--- src/rtl/rxa_pkg.sv ---
package rxa_pkg;

    localparam int CW = 10;

    localparam logic [6:0] COMMA_A = 7'b0011111;
    localparam logic [6:0] COMMA_B = 7'b1100000;

    typedef struct packed {
        logic       viol;
        logic       ctrl;
        logic [7:0] octet;
    } dec_t;

    // first seven received bits, first bit at the left
    function automatic logic [6:0] lead7(input logic [CW-1:0] s);
        return {s[0], s[1], s[2], s[3], s[4], s[5], s[6]};
    endfunction

    function automatic logic is_comma(input logic [CW-1:0] s);
        return (lead7(s) == COMMA_A) || (lead7(s) == COMMA_B);
    endfunction

    // 6-bit sub-block, first bit at the left, negative-disparity form
    function automatic logic [5:0] code6(input logic [4:0] v);
        case (v)
            5'd0:  return 6'b100111;  5'd1:  return 6'b011101;
            5'd2:  return 6'b101101;  5'd3:  return 6'b110001;
            5'd4:  return 6'b110101;  5'd5:  return 6'b101001;
            5'd6:  return 6'b011001;  5'd7:  return 6'b111000;
            5'd8:  return 6'b111001;  5'd9:  return 6'b100101;
            5'd10: return 6'b010101;  5'd11: return 6'b110100;
            5'd12: return 6'b001101;  5'd13: return 6'b101100;
            5'd14: return 6'b011100;  5'd15: return 6'b010111;
            5'd16: return 6'b011011;  5'd17: return 6'b100011;
            5'd18: return 6'b010011;  5'd19: return 6'b110010;
            5'd20: return 6'b001011;  5'd21: return 6'b101010;
            5'd22: return 6'b011010;  5'd23: return 6'b111010;
            5'd24: return 6'b110011;  5'd25: return 6'b100110;
            5'd26: return 6'b010110;  5'd27: return 6'b110110;
            5'd28: return 6'b001110;  5'd29: return 6'b101110;
            5'd30: return 6'b011110;  default: return 6'b101011;
        endcase
    endfunction

    // 4-bit sub-block of data symbols, primary form
    function automatic logic [3:0] code4(input logic [2:0] v);
        case (v)
            3'd0: return 4'b1011;  3'd1: return 4'b1001;
            3'd2: return 4'b0101;  3'd3: return 4'b1100;
            3'd4: return 4'b1101;  3'd5: return 4'b1010;
            3'd6: return 4'b0110;  default: return 4'b1110;
        endcase
    endfunction

    // 4-bit sub-block following the 001111 control prefix
    function automatic logic [3:0] kcode4(input logic [2:0] v);
        case (v)
            3'd0: return 4'b0100;  3'd1: return 4'b1001;
            3'd2: return 4'b0101;  3'd3: return 4'b0011;
            3'd4: return 4'b0010;  3'd5: return 4'b1010;
            3'd6: return 4'b0110;  default: return 4'b1000;
        endcase
    endfunction

    function automatic dec_t decode(input logic [CW-1:0] s);
        logic [5:0] g6;
        logic [3:0] g4;
        logic [3:0] kc;
        logic [5:0] c6;
        logic [3:0] c4;
        logic       ok5;
        logic       ok3;
        logic       bal;
        logic [4:0] v5;
        logic [2:0] v3;
        dec_t       r;
        g6  = {s[0], s[1], s[2], s[3], s[4], s[5]};
        g4  = {s[6], s[7], s[8], s[9]};
        r   = '{viol: 1'b1, ctrl: 1'b0, octet: 8'h00};
        ok5 = 1'b0;
        ok3 = 1'b0;
        v5  = '0;
        v3  = '0;
        if (g6 == 6'b001111 || g6 == 6'b110000) begin
            for (int y = 0; y < 8; y++) begin
                kc = (g6 == 6'b001111) ? kcode4(3'(y)) : ~kcode4(3'(y));
                if (g4 == kc) begin
                    ok3 = 1'b1;
                    v3  = 3'(y);
                end
            end
            if (ok3) r = '{viol: 1'b0, ctrl: 1'b1, octet: {v3, 5'd28}};
        end else begin
            for (int i = 0; i < 32; i++) begin
                c6  = code6(5'(i));
                bal = ($countones(c6) == 3) && (i != 7);
                if (g6 == c6 || (!bal && g6 == ~c6)) begin
                    ok5 = 1'b1;
                    v5  = 5'(i);
                end
            end
            for (int j = 0; j < 8; j++) begin
                c4  = code4(3'(j));
                bal = ($countones(c4) == 2) && (j != 3);
                if (g4 == c4 || (!bal && g4 == ~c4) ||
                    (j == 7 && (g4 == 4'b0111 || g4 == 4'b1000))) begin
                    ok3 = 1'b1;
                    v3  = 3'(j);
                end
            end
            if (ok5 && ok3) r = '{viol: 1'b0, ctrl: 1'b0, octet: {v3, v5}};
        end
        return r;
    endfunction

endpackage

--- src/rtl/rxa_comma_scan.sv ---
module rxa_comma_scan #(
    parameter  int SYM_W = rxa_pkg::CW,
    localparam int OFF_W = $clog2(SYM_W + 1)
) (
    input  logic [SYM_W-1:0] cur_i,
    input  logic [SYM_W-1:0] prev_i,
    output logic             hit_any_o,
    output logic [OFF_W-1:0] hit_off_o
);
    logic [2*SYM_W-1:0] win;
    logic [SYM_W:1]     hit;

    assign win = {cur_i, prev_i};

    // offset k: symbol occupies window bits k .. k+SYM_W-1
    for (genvar k = 1; k <= SYM_W; k++) begin : g_pos
        assign hit[k] = rxa_pkg::is_comma(win[k +: SYM_W]);
    end

    // lowest offset wins
    always_comb begin
        hit_any_o = 1'b0;
        hit_off_o = OFF_W'(SYM_W);
        for (int k = SYM_W; k >= 1; k--) begin
            if (hit[k]) begin
                hit_any_o = 1'b1;
                hit_off_o = OFF_W'(k);
            end
        end
    end
endmodule

--- src/rtl/rxa_boundary.sv ---
module rxa_boundary #(
    parameter  int SYM_W = rxa_pkg::CW,
    localparam int OFF_W = $clog2(SYM_W + 1)
) (
    input  logic             clk,
    input  logic             rst,
    input  logic [SYM_W-1:0] cur_i,
    input  logic             align_en_i,
    input  logic             hit_any_i,
    input  logic [OFF_W-1:0] hit_off_i,
    output logic [SYM_W-1:0] prev_o,
    output logic [SYM_W-1:0] sym_o
);
    logic [SYM_W-1:0]   prev_q;
    logic [OFF_W-1:0]   off_q;
    logic [OFF_W-1:0]   off_nxt;
    logic [SYM_W-1:0]   sym_q;
    logic [2*SYM_W-1:0] win;

    assign win     = {cur_i, prev_q};
    assign off_nxt = (align_en_i && hit_any_i) ? hit_off_i : off_q;

    always_ff @(posedge clk) begin
        if (rst) begin
            prev_q <= '0;
            off_q  <= OFF_W'(SYM_W);
            sym_q  <= '0;
        end else begin
            prev_q <= cur_i;
            off_q  <= off_nxt;
            sym_q  <= win[off_nxt +: SYM_W];
        end
    end

    assign prev_o = prev_q;
    assign sym_o  = sym_q;

    p_offset_range_r4: assert property (@(posedge clk) disable iff (rst)
        (off_q >= OFF_W'(1)) && (off_q <= OFF_W'(SYM_W)));

    p_offset_frozen_r5: assert property (@(posedge clk) disable iff (rst)
        !align_en_i |=> $stable(off_q));
endmodule

--- src/rtl/rxa_status.sv ---
module rxa_status (
    input  logic clk,
    input  logic rst,
    input  logic lock_i,
    input  logic hit_any_i,
    output logic comma_det_o
);
    logic det_q;

    always_ff @(posedge clk) begin
        if (rst)            det_q <= 1'b0;
        else if (!lock_i)   det_q <= 1'b0;
        else if (hit_any_i) det_q <= 1'b1;
    end

    assign comma_det_o = det_q;

    p_cdet_unlocked_r2: assert property (@(posedge clk) disable iff (rst)
        !lock_i |=> !det_q);

    p_cdet_rise_r3: assert property (@(posedge clk) disable iff (rst)
        $rose(det_q) |-> $past(lock_i) && $past(hit_any_i));

    p_cdet_hold_r3: assert property (@(posedge clk) disable iff (rst)
        det_q && lock_i |=> det_q);
endmodule

--- src/rtl/rxa_format.sv ---
module rxa_format #(
    parameter int SYM_W = rxa_pkg::CW
) (
    input  logic             clk,
    input  logic             rst,
    input  logic             raw_mode_i,
    input  logic [SYM_W-1:0] sym_i,
    output logic [SYM_W-1:0] data_o
);
    rxa_pkg::dec_t    dec;
    logic [SYM_W-1:0] out_q;

    assign dec = rxa_pkg::decode(sym_i);

    always_ff @(posedge clk) begin
        if (rst)             out_q <= '0;
        else if (raw_mode_i) out_q <= sym_i;
        else                 out_q <= SYM_W'(dec);
    end

    assign data_o = out_q;

    p_viol_clean_r9: assert property (@(posedge clk) disable iff (rst)
        $past(!raw_mode_i) && out_q[SYM_W-1] |-> (out_q[SYM_W-2:0] == '0));
endmodule

--- src/rtl/rx_word_aligner.sv ---
module rx_word_aligner #(
    parameter  int SYM_W = rxa_pkg::CW,
    localparam int OFF_W = $clog2(SYM_W + 1)
) (
    input  logic             clk,
    input  logic             rst,
    input  logic [SYM_W-1:0] rx_word_i,
    input  logic             lock_i,
    input  logic             align_en_i,
    input  logic             raw_mode_i,
    output logic [SYM_W-1:0] data_o,
    output logic             comma_det_o
);
    logic [SYM_W-1:0] prev;
    logic [SYM_W-1:0] sym;
    logic             hit_any;
    logic [OFF_W-1:0] hit_off;

    rxa_comma_scan #(.SYM_W(SYM_W)) u_scan (
        .cur_i     (rx_word_i),
        .prev_i    (prev),
        .hit_any_o (hit_any),
        .hit_off_o (hit_off)
    );

    rxa_boundary #(.SYM_W(SYM_W)) u_bound (
        .clk        (clk),
        .rst        (rst),
        .cur_i      (rx_word_i),
        .align_en_i (align_en_i),
        .hit_any_i  (hit_any),
        .hit_off_i  (hit_off),
        .prev_o     (prev),
        .sym_o      (sym)
    );

    rxa_status u_stat (
        .clk         (clk),
        .rst         (rst),
        .lock_i      (lock_i),
        .hit_any_i   (hit_any),
        .comma_det_o (comma_det_o)
    );

    rxa_format #(.SYM_W(SYM_W)) u_fmt (
        .clk        (clk),
        .rst        (rst),
        .raw_mode_i (raw_mode_i),
        .sym_i      (sym),
        .data_o     (data_o)
    );
endmodule

--- config.mk ---
export PLATFORM = sky130hd
export DESIGN_NAME = rx_word_aligner
export DESIGN_NICKNAME = d
export VERILOG_FILES = /design/src/rtl/rxa_pkg.sv /design/src/rtl/rxa_comma_scan.sv /design/src/rtl/rxa_boundary.sv /design/src/rtl/rxa_status.sv /design/src/rtl/rxa_format.sv /design/src/rtl/rx_word_aligner.sv
export SDC_FILE = /design/constraint.sdc
export NUM_CORES = 1
export LEC_CHECK = 0
export ABC_AREA = 1
export BUFFER_PORTS_ARGS = -buffer_cell sky130_fd_sc_hd__clkbuf_2
export CELL_PAD_IN_SITES_DETAIL_PLACEMENT = 1
export CELL_PAD_IN_SITES_GLOBAL_PLACEMENT = 1
export CORE_ASPECT_RATIO = 0.5
export CORE_MARGIN = 8
export CORE_UTILIZATION = 40
export DETAILED_ROUTE_END_ITERATION = 12
export HOLD_SLACK_MARGIN = 0.05
export PLACE_DENSITY_LB_ADDON = 0.1
export SKIP_LAST_GASP = 1
export SLEW_MARGIN = 20
export SYNTH_ARGS = -nofsm -noshare
export SYNTH_HDL_FRONTEND = slang
export SYNTH_SLANG_ARGS = --single-unit
export TNS_END_PERCENT = 10
--- constraint.sdc ---
create_clock -name clk -period 5 [get_ports clk]
set_input_delay 0.5 -clock clk [delete_from_list [all_inputs] [get_ports clk]]
set_output_delay 0.5 -clock clk [all_outputs]
set_load 0.01 [all_outputs]
# After elaboration in Yosys (flattened, before gate mapping)
# Cells that the tools add are included.
# totals
romBits	0
wordCells	689
input_bits	15
register_bits	35
n_memories	0
mem_bits_rw	0
latchBits	0
# classes
addsub	176
eq_ne	150
order_cmp	0
bitwise_logic	49
reduce_logical	132
n_shift	1
n_mux	176
n_div	0
mul	0
# op_table
op	n
$add 32x32->32	69
$eq 32x3->1 const B	38
$eq 6x6->1	64
$add 1x1->2	107
$mux 6	32
$not 6->6	32
$mux 4	40
$eq 4x4->1	24
$mux 5	16
$eq 7x5->1 const B	10
$eq 7x7->1 const B	10
$mux 1	64
$not 4->4	16
$logic_or 1x1->1	53
$mux 3	14
$logic_and 1x1->1	40
$mux 10	4
$logic_not 1->1	38
$shiftx 20x5->10	1
$mux 2	6
$eq 6x4->1 const B	1
$eq 6x6->1 const B	1
$eq 4x3->1 const B	1
$eq 4x4->1 const B	1
2 further kinds	2

# Longest topological paths before layout
# Gate-level depths: netlist of the first run.
# logic_depth
ltp_word	47
ltp_mapped	20

# Modules after synthesis
# From an unflattened synthesis of the first run, not the netlist that was laid out.
# unflattened
hier_cells	582
hier_area_um2	3273.1
# modules_own_cells
module	area_each_um2	cells_per_inst	seq_area_each_um2	instances
rxa_boundary	1517.7	242	480.5	1
rxa_format	1228.7	223	200.2	1
rxa_comma_scan	491.7	112	0.0	1
rxa_status	35.0	5	20.0	1

# Worst setup path before layout of the first run
# No wires, ideal clock.
# synth_path
path_type	input -> register
from	in rx_word_i[0]
to	reg u_bound.sym_q[6] (netlist: u_bound.sym_o[6])
t_required_ps	4881
setup_slack_ps	2701
setup_ps	119
path_buffers	2
arrival_ps	2180
cell_stages	18
path_cell_list	buf_2 > nor2_1 > nand2_1 > nor2_1 > nor2_1 > nand2_1 > nor2_2 > nand3_2 > nand2_4 > inv_2 > nand2_1 > nand2_2 > inv_2 > buf_2 > nand3_1 > nand3_1 > nand2_1 > o21bai_1
# synth_between
elab_chain_len	15
# synth_lines
item	line	rtl
start, declared	rx_word_aligner.sv:7	input logic [SYM_W-1:0] rx_word_i,
$eq 7x5->1 or $eq 7x7->1 (tied branches)	rxa_pkg.sv:20	return (lead7(s) == COMMA_A) || (lead7(s) == COMMA_B);
$logic_or 1x1->1	rxa_pkg.sv:20	
$mux 1 (10 in series)	rxa_comma_scan.sv:25	if (hit[k]) begin
$logic_and 1x1->1	rxa_boundary.sv:21	assign off_nxt = (align_en_i && hit_any_i) ? hit_off_i : off_q;
$mux 4	rxa_boundary.sv:21	
$shiftx 20x5->10 (*)	rxa_boundary.sv:31	sym_q <= win[off_nxt +: SYM_W];
end signal, assigned	rxa_boundary.sv:31	
end, declared	rxa_boundary.sv:17	logic [SYM_W-1:0] sym_q;
# Every way passes the cells marked *; elsewhere a longest branch is shown, timed or not.
# A chain may end at the register's enable or synchronous reset.

# Worst setup path in the final report of the first run
# layout_path
from	reg u_bound.prev_q[7] (netlist: u_bound.prev_o[7])
to	reg u_bound.sym_q[4] (netlist: u_bound.sym_o[4])
# layout_between
elab_chain_len	12
# layout_lines
item	line	rtl
start, declared	rxa_boundary.sv:14	logic [SYM_W-1:0] prev_q;
start signal, assigned	rxa_boundary.sv:29	prev_q <= cur_i;
$eq 7x5->1 or $eq 7x7->1 (tied branches)	rxa_pkg.sv:20	
$logic_or 1x1->1	rxa_pkg.sv:20	
$mux 1 (7 in series)	rxa_comma_scan.sv:25	
$logic_and 1x1->1	rxa_boundary.sv:21	
$mux 4	rxa_boundary.sv:21	
$shiftx 20x5->10 (*)	rxa_boundary.sv:31	
# Marked as above.

==> reports/results.txt, run 1 <==
The type of destination of the critical path was a flip-flop. Number of buffers added to fix hold violations after cts: 0. STA classifies the critical path startpoint as a flip-flop.

During synthesis, Yosys emitted a total of 0 warnings. The tree built by TritonCTS fans out to 35 sinks. In this run the horizontal extent of the chip is 141 um. The highest clock rate came out at 0.323 GHz.

The number of I/O port buffers was 25. TritonCTS built the clock tree. The tools report the leakage power summed over all cells as 1.70 nW. Class of the most critical setup path: flip-flop to flip-flop. Counting instances, the worst hold path has a depth of 3. The worst path needs 3.09 ns of the cycle, external delays included.

Walking the worst path, the cells encountered are nand2_1 > nor2_1 > nand2_1 > o21ai_1 > nor2_2 > nand3_2 > nand2_4 > o21ai_2 > o21ai_0 > or2_1 > nand3_1 > nand3_1. CTS built an H-tree with a depth of 2. The routability-driven placement congestion ratio was 0.893. Across the run, the number of max-cap violations was 0. In this run the deepest clock path goes through 2 buffers. The area added between synthesis and finish was 9.57%. The min-delay analysis places its worst path in the category input pin to flip-flop. By area the synthesized netlist is led by sky130_fd_sc_hd__dfxtp_1 (22%), sky130_fd_sc_hd__nand2_1 (18%), sky130_fd_sc_hd__nand3_1 (16%). Once the floorplan was initialized, standard cells occupied 42.1% of the core. For the starting DRC count in detailed routing, the log shows 205. The post-route netlist has 8.73% of its cells at a drive strength greater than 1.

For the synthesized netlist cell count, the log shows 571. The run gives 0 as the final hold violation count. Across all register-to-register paths, the minimum setup slack is 1.91 ns. Clock latency on the worst-skew pair, taken at its later pin, is 0.28 ns.

The total vias in the final route was 3630; the count of boundary I/O pins was 26. The synthesized area divided by synthesized cell count works out to 5.50 um^2. Combinational logic burns 34.8% of the power.

The run gives 19.2% as the overall global routing resource usage. Power per cell area: 286 nW/um^2. Initial antenna violation count: 0. The logs give 0.139 mV for the peak supply drop and 0 for the number of pins exceeding their max-slew limit in the final report.

The root buffer cell chosen for the clock tree is sky130_fd_sc_hd__clkbuf_16. The worst hold path terminates at u_stat.comma_det_o. The run gives 17.7 mm as the first-pass GRT wire length. Origin of the critical flop-to-flop path: u_bound.prev_o[7]. The logs give 1077 for the filler cell count in the final layout and 5 for the number of buffers inserted during clock tree synthesis.

In this run the cell area of the synthesized design comes to 3140 um^2. After clock tree synthesis, the clock-pin slew on the worst setup and hold paths is 0.06 ns. The start point of the worst hold path is lock_i. The synthesized netlist contains 41 unique library cells. The total inserted antenna cells came out at 0. Sequential cells account for 34.0% of the total power. The reg-to-reg endpoint is u_bound.sym_o[4].

The clock network accounts for 31.2% of the total power. The internal portion of the total power is 0.591 mW. Dividing the final minimum period by the clock period gives 61.9%. After detailed placement, the total cell area comes to 3290 um^2. The pin count of the biggest net entering global routing came out at 31.

The logs give 0 for the quantity of gates resized following cts and 586 for the net count of the mapped netlist. For this run, the post-layout net count is 598. The data required time at the worst endpoint came out at 5.16 ns. After layout, the design draws a total of 0.982 mW. The area share of the largest cell type after synthesis is 22.3%, and the data arrival at the endpoint of the critical path is 3.25 ns. The final total negative setup slack was 0 ns; the transition at the pin with the smallest max-transition slack was 0.993 ns.

The run finished with clean final reports. In this run the post-CTS setup repair buffer count came out at 0. Share of the yosys chip area belonging to registers: 22.3%. Once detail routing completed, the nets flagged for antenna violations numbered 0. The die is 78.6 um tall. Net switching is 39.8% of the power. Dividing the detail-routed via count by the number of cells gives 5.25.

Area enclosed by the die boundary: 11100 um^2. The number of iterations in the first detailed-routing pass was 4. The switching power of the nets was 0.391 mW; the flip-flop and latch count after synthesis was 35. The critical path contains buffers and inverters numbering 0 combined.

The cell type of the slowest stage on the worst timing path is sky130_fd_sc_hd__o21ai_2. In the routed design, unresolved DRC markers number 0. The tools report the number of setup violations in the final report as 0.

Floorplan core area: 7460 um^2. For this run the aggregate overflow at the end of global routing stands at 0. The overall routed net length is 10.5 mm. The largest single stage delay on the critical path is 0.79 ns. Among cell families on the critical path, the largest total delay comes from compound AO/OA/AOI/OAI gates. The tools report the post-route clock skew as 0.00692 ns.

The initialized floorplan defines 22 standard-cell rows. Setup repair after global routing left no endpoint under its margin. The tools report the relative slew slack as 33.8%. The path depth of the worst reg2reg path was 12. After detailed routing, the average wire length per cell comes to 15.2 um. Largest fanout on the critical path: 25. Summing all non-filler instances in the final layout gives an area of 3440 um^2. The via count of the first global-routing pass was 3581.

Dominant cell type by area after synthesis: sky130_fd_sc_hd__dfxtp_1. After legalization and detailed placement, the total HPWL measured 8.26 mm.
-- flip-flops by register name, indices dropped and copies added, names as in the netlist --
signal and flops:
u_bound.off_q 4, u_bound.prev_o 10, u_bound.sym_o 10, u_stat.comma_det_o 1
u_fmt.data_o 10
-- per-stage QoR --
stage	utilization [%]	hold WS (ns)	setup slack [ns]	instances
after floorplan	-	0.463	2.70	571
after global placement	44.1	0.484	1.75	684
after detailed placement	44.1	0.491	1.73	684
after CTS	46.1	0.469	1.89	692
after global routing	46.1	0.482	1.61	692
final	46.1	0.469	1.91	692
-- layer usage --
metal | track usage [%] | vias to the layer above | wire length, um
met5 | 0 | - | 0
met4 | 3.40 | 0 | 88
met3 | 2.96 | 9 | 353
met2 | 32.1 | 54 | 4720
met1 | 25.8 | 1694 | 5360
li1 | - | 1873 | -
-- how the worst max path moves through the flow --
stage                       from               end  slack, ns  cells past startpoint
3_5_place_dp        rx_word_i[0]  u_bound.sym_o[4]       1.73                     14
6_report       u_bound.prev_o[7]  u_bound.sym_o[4]       1.91                     12
3_3_place_gp        rx_word_i[0]  u_bound.sym_o[4]       1.75                     14
5_1_grt        u_bound.prev_o[7]  u_bound.sym_o[4]       1.61                     12
4_1_cts        u_bound.prev_o[7]  u_bound.sym_o[4]       1.89                     12
2_1_floorplan       rx_word_i[0]  u_bound.sym_o[6]       2.70                     18
-- cells by family (layout without fill, tap and decap cells) --
logic type | after synthesis | in the layout | synth area share (%)
buffers and inverters | 92 | 105 | 12.0
AOI/OAI and AO/OA | 62 | 62 | 11.9
DFF | 35 | 35 | 22.3
and+or+nand+nor | 377 | 377 | 52.4
xor gates and xnor gates | 5 | 5 | 1.40
-- worst register-to-register path, stage by stage, from the launching register on --
cell and delay, ns:
sky130_fd_sc_hd__dfxtp_1 0.55, sky130_fd_sc_hd__nand2_1 0.16, sky130_fd_sc_hd__nor2_1 0.14, sky130_fd_sc_hd__nand2_1 0.06, sky130_fd_sc_hd__o21ai_1 0.21, sky130_fd_sc_hd__nor2_2 0.11, sky130_fd_sc_hd__nand3_2 0.13, sky130_fd_sc_hd__nand2_4 0.09
sky130_fd_sc_hd__o21ai_2 0.79, sky130_fd_sc_hd__o21ai_0 0.29, sky130_fd_sc_hd__or2_1 0.29, sky130_fd_sc_hd__nand3_1 0.08, sky130_fd_sc_hd__nand3_1 0.08
-- Yosys cell counts --
library cell,instances
sky130_fd_sc_hd__a211oi_1,2
sky130_fd_sc_hd__a21oi_1,15
sky130_fd_sc_hd__a21oi_2,1
sky130_fd_sc_hd__a22oi_1,1
sky130_fd_sc_hd__and2_1,1
sky130_fd_sc_hd__buf_1,1
sky130_fd_sc_hd__buf_2,12
sky130_fd_sc_hd__buf_4,2
sky130_fd_sc_hd__buf_6,1
sky130_fd_sc_hd__clkbuf_1,4
sky130_fd_sc_hd__dfxtp_1,35
sky130_fd_sc_hd__inv_1,66
sky130_fd_sc_hd__inv_2,6
sky130_fd_sc_hd__nand2_1,150
sky130_fd_sc_hd__nand2_2,1
sky130_fd_sc_hd__nand2_4,2
sky130_fd_sc_hd__nand3_1,101
sky130_fd_sc_hd__nand3_2,2
sky130_fd_sc_hd__nand3b_1,2
sky130_fd_sc_hd__nand4_1,7
sky130_fd_sc_hd__nor2_1,90
sky130_fd_sc_hd__nor2_2,2
sky130_fd_sc_hd__nor2b_1,1
sky130_fd_sc_hd__nor3_1,10
sky130_fd_sc_hd__nor3_2,1
sky130_fd_sc_hd__nor3b_1,1
sky130_fd_sc_hd__nor4_1,2
sky130_fd_sc_hd__o2111ai_1,1
sky130_fd_sc_hd__o211ai_1,5
sky130_fd_sc_hd__o21ai_0,18
sky130_fd_sc_hd__o21ai_1,3
sky130_fd_sc_hd__o21ai_2,1
sky130_fd_sc_hd__o21ai_4,1
sky130_fd_sc_hd__o21bai_1,1
sky130_fd_sc_hd__o22ai_1,11
sky130_fd_sc_hd__o31ai_1,2
sky130_fd_sc_hd__or2_1,1
sky130_fd_sc_hd__or2_2,1
sky130_fd_sc_hd__or3_1,2
sky130_fd_sc_hd__xnor2_1,1
sky130_fd_sc_hd__xor2_1,4
-- cell usage in the layout (no fill, tap or decap), types with 6 or more instances in the layout --
cell type,synthesis,routed
sky130_fd_sc_hd__clkbuf_2,0,25
sky130_fd_sc_hd__o22ai_1,11,11
sky130_fd_sc_hd__nand3_1,101,101
sky130_fd_sc_hd__nand4_1,7,7
sky130_fd_sc_hd__nor2_1,90,90
sky130_fd_sc_hd__o21ai_0,18,18
sky130_fd_sc_hd__dfxtp_1,35,35
sky130_fd_sc_hd__inv_1,66,66
sky130_fd_sc_hd__nor3_1,10,10
sky130_fd_sc_hd__inv_2,6,6
sky130_fd_sc_hd__a21oi_1,15,15
sky130_fd_sc_hd__nand2_1,150,150
-- power by group through the flow --
stage               Sequential (mW)  Combinational, mW  Clock (mW)
floorplan                     0.333              0.252           0
global placement              0.338              0.334           0
detailed placement            0.340              0.337           0
CTS                           0.333              0.340       0.313
global route                  0.338              0.384       0.327
finish                        0.334              0.342       0.306
-- layout make-up --
class	instances	area (um^2)	share of cell area (%)
clock inverters	3	20.0	0.582
multi-input cells	444	2060	60.0
clock buffers	5	125	3.64
inverters	72	270	7.86
well taps	108	135	3.93
repair buffers	25	125	3.64
flip-flops and latches	35	701	20.4
Power figures use the tool's default switching activity.
==> run 2, diff against run 1 <==
CORE_UTILIZATION = 37   (was 40)
clock period = 2.8 ns   (was 5 ns; I/O delays follow)
==> run 2 against run 1 <==
Setup slack got worse by 1.7 ns. Via count increased by 3.4%. Clock power rose by 74%.
==> reports/results.txt, run 2 (synthesized netlist as in run 1, its figures left out) <==
The final route contains 3755 vias. Once the floorplan was initialized, standard cells occupied 38.7% of the core. 0 antenna diodes ended up in the layout.

The cell sitting at the root of the clock tree is a sky130_fd_sc_hd__clkbuf_16. For the tightest hold margin, the log shows 0.235 ns. The tools report the H-tree depth as 2. The area taken by flip-flops and latches came out at 703 um^2.

After detailed routing, the number of remaining DRC violations is 0. The logs give 607 for the total number of nets in the final design and 0.25 ns for the slack of the worst reg-to-reg path. The peak supply drop was 0.250 mV; the per-cell routed wire length was 15.7 um. The total area of multi-input combinational cells is 2070 um^2. The flow ran to the end, and the final reports show no timing, DRC or antenna violations.

The logs give 11900 um^2 for the area enclosed by the die boundary and 0.393 GHz for the highest clock rate. STA puts the critical path data required time at 2.99 ns. Global routing finished with a remaining overflow of 0. For the final routed database, the setup TNS stands at 0 ns. STA classifies the critical path startpoint as a flip-flop.

Summed over all layers, the routed wires come to 11.1 mm. For the worst-skew pair, the clock arrives at the later sink with an insertion delay of 0.28 ns. The setup slack after layout is 0.253 ns, and the count of boundary I/O pins is 26. The first-pass GRT wire length is 18.6 mm, and the starting DRC count in detailed routing is 183. The met1 usage was 24.7%. Along the worst hold path, the cell count comes to 3. The type of destination of the critical path is a flip-flop. The initial antenna violation count came out at 0. For this run, global-route usage on met3 was measured as 3.05%.

Global routing used 18.9% of the available tracks. The die is 81.1 um tall. The floorplan core area was 8120 um^2; the number of setup violations in the final report was 0. After filler insertion, the fill cell instance count of the layout stands at 1191. Detailed-route vias per instance: 5.33.

The tools report the worst setup slack before clock tree synthesis as 0.203 ns. Worst hold path endpoint: u_bound.prev_o[7]. The run gives 0 as the final hold violation count. At the pin with the least slew margin, the transition time is 0.691 ns. The worst register-to-register path has a depth of 12. TritonCTS built the clock tree. Entering global routing, the biggest net connects 31 pins.

Clock tree synthesis found a total of 35 sinks. The run gives 4 as the number of iterations in the first detailed-routing pass. The number of pins exceeding their max-slew limit in the final report is 0.

The run gives 53.9% as the relative slew slack. The startpoint identified for the worst register-to-register timing path is u_bound.sym_o[2]. In this run the power density over the cells is 500 nW/um^2.

The number of buffers added to fix hold violations after cts was 0. The buffer depth of the longest clock path came out at 2. Number of maximum-capacitance violations: 0.

The start point of the worst hold path was rx_word_i[7]. At the end of routability-driven placement, the weighted congestion stood at 0.909. The utilization after layout is 43.4%. The smallest clock period supported by the final layout is computed as 2.55 ns. The die is 146 um wide.

Port buffering added 25 buffers. Global routing used 32.5% of the available met2 tracks. The endpoint identified for the worst register-to-register timing path is u_fmt.data_o[2]. The number of buffers inserted during clock tree synthesis is 5, and the detailed placer's ending HPWL is 8.62 mm. The class of the most critical setup path was flip-flop to flip-flop. Routing layer with the top usage in global route: met2.

The post-route netlist has 10.5% of its cells at a drive strength greater than 1. At the worst endpoint, the arrival time is 2.74 ns. The area added between synthesis and finish came out at 12.4%. The leakage power summed over all cells was 1.75 nW. The clock arrives with 0.00622 ns of skew. After clock tree synthesis, the clock-pin slew on the worst setup and hold paths is 0.06 ns. Dividing the final minimum period by the clock period gives 91.0%.

In the layout the commonest cells are sky130_fd_sc_hd__nand2_1 (150), sky130_fd_sc_hd__nand3_1 (101), sky130_fd_sc_hd__nor2_1 (88). The tightest min-delay check is of the input pin to flip-flop type. The library cell used most frequently in the layout, excluding fill and tap cells, is sky130_fd_sc_hd__nand2_1.

Setup repair after global routing could not meet its margin everywhere. The standard-cell row count was 23; the largest fanout on the critical path was 6. Once detail routing completed, the nets flagged for antenna violations numbered 0. The via count of the first global-routing pass was 3762.
-- run 2: final cells by class --
cell class                      count  area share (%)
Clock buffer                        7            3.76
Clock inverter                      1           0.142
Inverter                           72            7.74
Multi-Input combinational cell    444            58.6
Sequential cell                    35            19.9
Tap cell                          112            3.97
Timing Repair Buffer               34            5.82
-- run 2: worst max-delay path, stage by stage (launching register included) --
cell and delay [ns]:
sky130_fd_sc_hd__dfxtp_1 0.40, sky130_fd_sc_hd__nand2_1 0.10, sky130_fd_sc_hd__inv_1 0.18, sky130_fd_sc_hd__nand3_2 0.19, sky130_fd_sc_hd__xor2_1 0.42, sky130_fd_sc_hd__nand2_1 0.17
sky130_fd_sc_hd__nor2_1 0.16, sky130_fd_sc_hd__nor2_1 0.07, sky130_fd_sc_hd__o21ai_1 0.15, sky130_fd_sc_hd__nor2_1 0.07, sky130_fd_sc_hd__o21ai_1 0.22, sky130_fd_sc_hd__o21ai_0 0.17
sky130_fd_sc_hd__a21oi_1 0.18
-- run 2: what timing repair did --
item / in CTS / in global routing
setup endpoints to repair: 0 / 13
buffers inserted: 0 / 0
gates resized for setup: 0 / 6
-- run 2: metal layers --
metal / vias to the layer above / part of all wire, %
met5: - / 0
met4: 0 / 1.5
met3: 14 / 3.9
met2: 69 / 46
met1: 1773 / 49
li1: 1899 / -
-- run 2: worst max path at each step --
stage / depth (start not counted) / endpoint / slack, ns / startpoint
6_report: 12 / u_fmt.data_o[2] / 0.25 / u_bound.sym_o[2]
5_1_grt: 15 / u_fmt.data_o[2] / -0.04 / u_bound.sym_o[4]
4_1_cts: 17 / u_bound.sym_o[8] / 0.16 / u_bound.prev_o[7]
3_5_place_dp: 17 / u_bound.sym_o[8] / 0.20 / u_bound.prev_o[7]
3_3_place_gp: 18 / u_bound.sym_o[8] / 0.23 / rx_word_i[0]
2_1_floorplan: 19 / u_bound.sym_o[6] / 0.68 / u_bound.prev_o[7]
-- run 2: metrics by stage --
stage	cells	instance area [um^2]	total power, mW
2_1_floorplan	571	3140	1.04
3_3_place_gp	697	3380	1.23
3_5_place_dp	697	3380	1.23
4_1_cts	705	3520	1.77
5_1_grt	705	3530	1.89
6_report	705	3530	1.76
-- run 2: report_power, final --
part | total (mW) | switching (mW) | internal, mW
clock | 0.532 | 0.204 | 0.329
combinational | 0.635 | 0.435 | 0.199
sequential | 0.597 | 0.0505 | 0.547
total | 1.76 | 0.690 | 1.07
==> run 3, diff against run 2 <==
ABC_AREA = not set   (was 1)
CORE_MARGIN = 3   (was 8)
CORE_UTILIZATION = 40   (was 37)
==> run 3 against run 2 <==
The flow now finishes with violations (negative setup slack). Clock power grew 25%. Sequential cell count unchanged. Setup slack worse by 0.65 ns. Die area is 24% lower. Sequential share of layout area fell by 4.0 points. Register-to-register slack lost 0.65 ns. Routed wire length grew 31%. Worst hold slack better by 0.039 ns. Critical path type unchanged.
==> reports/results.txt, run 3 <==
The synthesized-area fraction occupied by ao, oa, aoi and oai cells is 25.4%, and the synthesized area divided by synthesized cell count is 7.86 um^2. The share of synthesized registers carrying an async set or reset is 0%. Category of the worst setup path launch point: a flip-flop. The final total negative setup slack was -3.34 ns; the area enclosed by the die boundary was 9040 um^2. The run gives 0 as the total inserted antenna cells.

The most frequent cell after synthesis is sky130_fd_sc_hd__mux2i_1. The tree is rooted in a sky130_fd_sc_hd__clkbuf_16. After filler insertion, the fill cell instance count of the layout stands at 882.

The routed design has 14.5 mm of wire. The H-tree was split into 2 levels. In this run, CTS created clock tree buffers numbering 5.

In the global route stage, overall resource usage came out at 27.7%. The pin count of the biggest net entering global routing came out at 22. TritonCTS built the clock tree. The logs give 498 for the total number of nets in the final design and 0 for the final hold violation count. The synthesized design contains 35 register bits. The area share of the largest cell type after synthesis was 22.2%. The clock reaches the later pin of the worst-skew pair after 0.29 ns. For this run, the top clock speed supported by timing is 0.313 GHz. The setup slack after layout was -0.398 ns; the via count of the first global-routing pass was 3551. The DRC violations left was 0; the area added between synthesis and finish was 41.1%. Synthesized-area fraction occupied by adder cells: 0.953%. The tools report the synthesized netlist cell count as 401. Subtracting the final worst setup slack from the clock period gives 3.20 ns.

Input and output buffers added on the ports amount to 25. In this run the standard cell core region covers 7490 um^2. Summing all non-filler instances in the final layout gives an area of 4440 um^2.

Setup violations remaining at the end of the flow were counted as 10. The flow ran to the end, but the final reports show violations. Path category of the worst min-delay check: input pin to flip-flop. The clock-pin transition on the worst setup and hold timing paths is 0.06 ns, and the leftover overflow at the end of global routing is 0.

In this run, the clock network consumes 31.1% of the power. By area, the combinational part of the netlist is dominated by compound AO/OA/AOI/OAI gates. Measured along the x axis, the die boundary spans 132 um. For the number of unique standard cell types used by synthesis, the log shows 75. In the synthesized netlist the dominant register cell turns out to be sky130_fd_sc_hd__dfxtp_1. The most common cell after layout, fill and taps aside is sky130_fd_sc_hd__buf_4. The commonest cells after synthesis are sky130_fd_sc_hd__mux2i_1 (56), sky130_fd_sc_hd__dfxtp_1 (35), sky130_fd_sc_hd__nand2_1 (30), sky130_fd_sc_hd__nor2_1 (30), sky130_fd_sc_hd__clkbuf_1 (23). The number of nets handed over by synthesis was 416. The tools report the buffer depth of the longest clock path as 2. At the end of the flow the core is filled with cells to 59.4%.

The number of synthesized flops with an enable pin was 0. The run gives 0.863 as the routability-driven placement congestion ratio. The logs give 0.337 mV for the peak supply drop and 3726 for the total vias in the final route. The count of nets left with antenna violations after detail routing was 0. The xor/xnor share of the synthesized area is 0.834%, and the number of placed instances with taps included is 574. The cell internal power dissipation was 1.36 mW; the fraction of final layout cells sized beyond drive strength 1 was 37.0%. Leaving out fill and tap cells, the most frequent cells in the layout are sky130_fd_sc_hd__buf_4 (83), sky130_fd_sc_hd__mux2i_1 (34), sky130_fd_sc_hd__dfxtp_1 (31). The worst pin sits at a relative slew slack of 52.9%. The run gives 35 as the CTS sink count.

Once placement finished, the instance area stood at 3830 um^2. Setup repair after global routing could not meet its margin everywhere. The standard-cell row count was 22. The cell area that synthesis handed to floorplanning was 3150 um^2. The starting DRC count in detailed routing was 394; the post-route clock skew was 0.00421 ns. The run gives 22.2% as the share of the yosys chip area belonging to registers. At the pin with the least slew margin, the transition time is 0.699 ns. The final cycle utilization of the critical path works out to 114%. The number of maximum-capacitance violations came out at 0.

The initial utilization of the core area, before any placement, comes to 42.1%. Dividing the detail-routed via count by the number of cells gives 6.29. Detailed placer's ending HPWL: 8.35 mm.

By area the synthesized netlist is led by sky130_fd_sc_hd__dfxtp_1 (22%), sky130_fd_sc_hd__mux2i_1 (18%), sky130_fd_sc_hd__nand2_1 (3.6%). Leaving out filler cells and counting taps, the final layout contains 592. Measured against the total synthesized area, the mux share comes to 19.2%. The leakage power summed over all cells was 1.91 nW; the power per cell area was 481 nW/um^2. In this run switching power makes up 36.6% of total power.

The per-cell routed wire length is 24.5 um, and the number of buffers added to fix hold violations after cts is 0. The class of the most critical setup path was flip-flop to flip-flop. Measured along the y axis, the die boundary spans 68.8 um. The checks that failed: negative setup slack. During I/O placement, the number of pins put on the boundary was 26. The worst setup path is captured at a flip-flop. Dominant cell type by area after synthesis: sky130_fd_sc_hd__dfxtp_1. Simple logic cell fraction of the synthesized area: 23.6%. The initial antenna violation count is 0, and the tightest hold margin is 0.274 ns. The first global-routing pass estimated 19.7 mm of wire. For the data required time at the worst endpoint, the log shows 2.96 ns.

For the number of pins exceeding their max-slew limit in the final report, the log shows 0. The switching power of the nets was 0.784 mW. The first detailed-routing pass ran for 6 iterations. Along the worst path, the maximum fanout reaches 10. During synthesis, Yosys emitted a total of 0 warnings.

In this run, the combinational gates consume 41.1% of the power. Data on the critical path arrives at its endpoint at 3.36 ns. The tools report the power share of the sequential group as 27.8%.
[run 3: cell type report]
cell class | count | area, um^2 | share of cell area [%]
sequential | 35 | 711 | 16.0
clock buffer | 5 | 125 | 2.82
timing repair buffer | 115 | 883 | 19.9
clock inverter | 3 | 43.8 | 0.985
multi-input combinational | 314 | 2500 | 56.3
tap | 108 | 135 | 3.04
inverter | 12 | 45.0 | 1.01
[run 3: power groups by stage]
| stage | clock network (mW) | registers, mW | logic (mW) |
|---|---|---|---|
| 3_5_place_dp | 0 | 0.599 | 0.706 |
| 6_report | 0.665 | 0.594 | 0.880 |
| 3_3_place_gp | 0 | 0.596 | 0.680 |
| 5_1_grt | 0.683 | 0.601 | 0.930 |
| 4_1_cts | 0.647 | 0.589 | 0.775 |
| 2_1_floorplan | 0 | 0.576 | 0.487 |
[run 3: critical path, stage by stage (launching register included)]
cell                       delay, ns
sky130_fd_sc_hd__dfxtp_4        0.36
sky130_fd_sc_hd__buf_6          0.14
sky130_fd_sc_hd__nor4b_2        0.34
sky130_fd_sc_hd__nand4b_1       0.21
sky130_fd_sc_hd__o21ai_1        0.23
sky130_fd_sc_hd__buf_4          0.19
sky130_fd_sc_hd__nor2_1         0.07
sky130_fd_sc_hd__a32oi_4        0.38
sky130_fd_sc_hd__buf_4          0.27
sky130_fd_sc_hd__nor2b_1        0.08
sky130_fd_sc_hd__a211oi_1       0.25
sky130_fd_sc_hd__a211oi_1       0.09
sky130_fd_sc_hd__a21oi_1        0.32
sky130_fd_sc_hd__o21ai_1        0.13
[run 3: worst paths after layout]
check,startpoint,to,slack [ns],cells past startpoint
worst max-delay path,u_bound.prev_o[6],u_bound.sym_o[1],-0.40,13
worst min-delay path,lock_i,u_stat.comma_det_o,0.27,2
worst max register to register,u_bound.prev_o[6],u_bound.sym_o[1],-0.40,13
worst min register to register,u_bound.sym_o[8],u_fmt.data_o[8],0.66,3
[run 3: what timing repair did]
action                                  4_1_cts  5_1_grt
hold endpoints to repair                      0        0
pin swaps                                     3        4
setup buffers                                 4        4
resized for setup                            31       36
endpoints found under the setup margin       10       10
gates cloned                                  2        1
[run 3: cells by family after synthesis]
kind of cell | count (synthesis)
AO/OA/AOI/OAI | 111
buffers and inverters | 52
flip-flops | 35
multiplexers | 60
adder cells (fa/ha/maj) | 3
AND/OR/NAND/NOR | 137
XOR/XNOR | 3
[run 3: layer usage]
| layer | share of wire, % | vias to the layer above | global-route usage (%) |
|---|---|---|---|
| met4 | 3.3 | 0 | 10.5 |
| met5 | 0 | - | 0 |
| met3 | 6.2 | 45 | 6.67 |
| li1 | - | 1676 | - |
| met1 | 42 | 1827 | 32.8 |
| met2 | 48 | 178 | 50.4 |
[run 3: metrics by stage]
stage	power, mW	worst slack [ns]
floorplan	1.06	-0.0161
finish	2.14	-0.398
global route	2.21	-0.463
CTS	2.01	-0.150
global placement	1.28	-0.205
detailed placement	1.30	-0.320
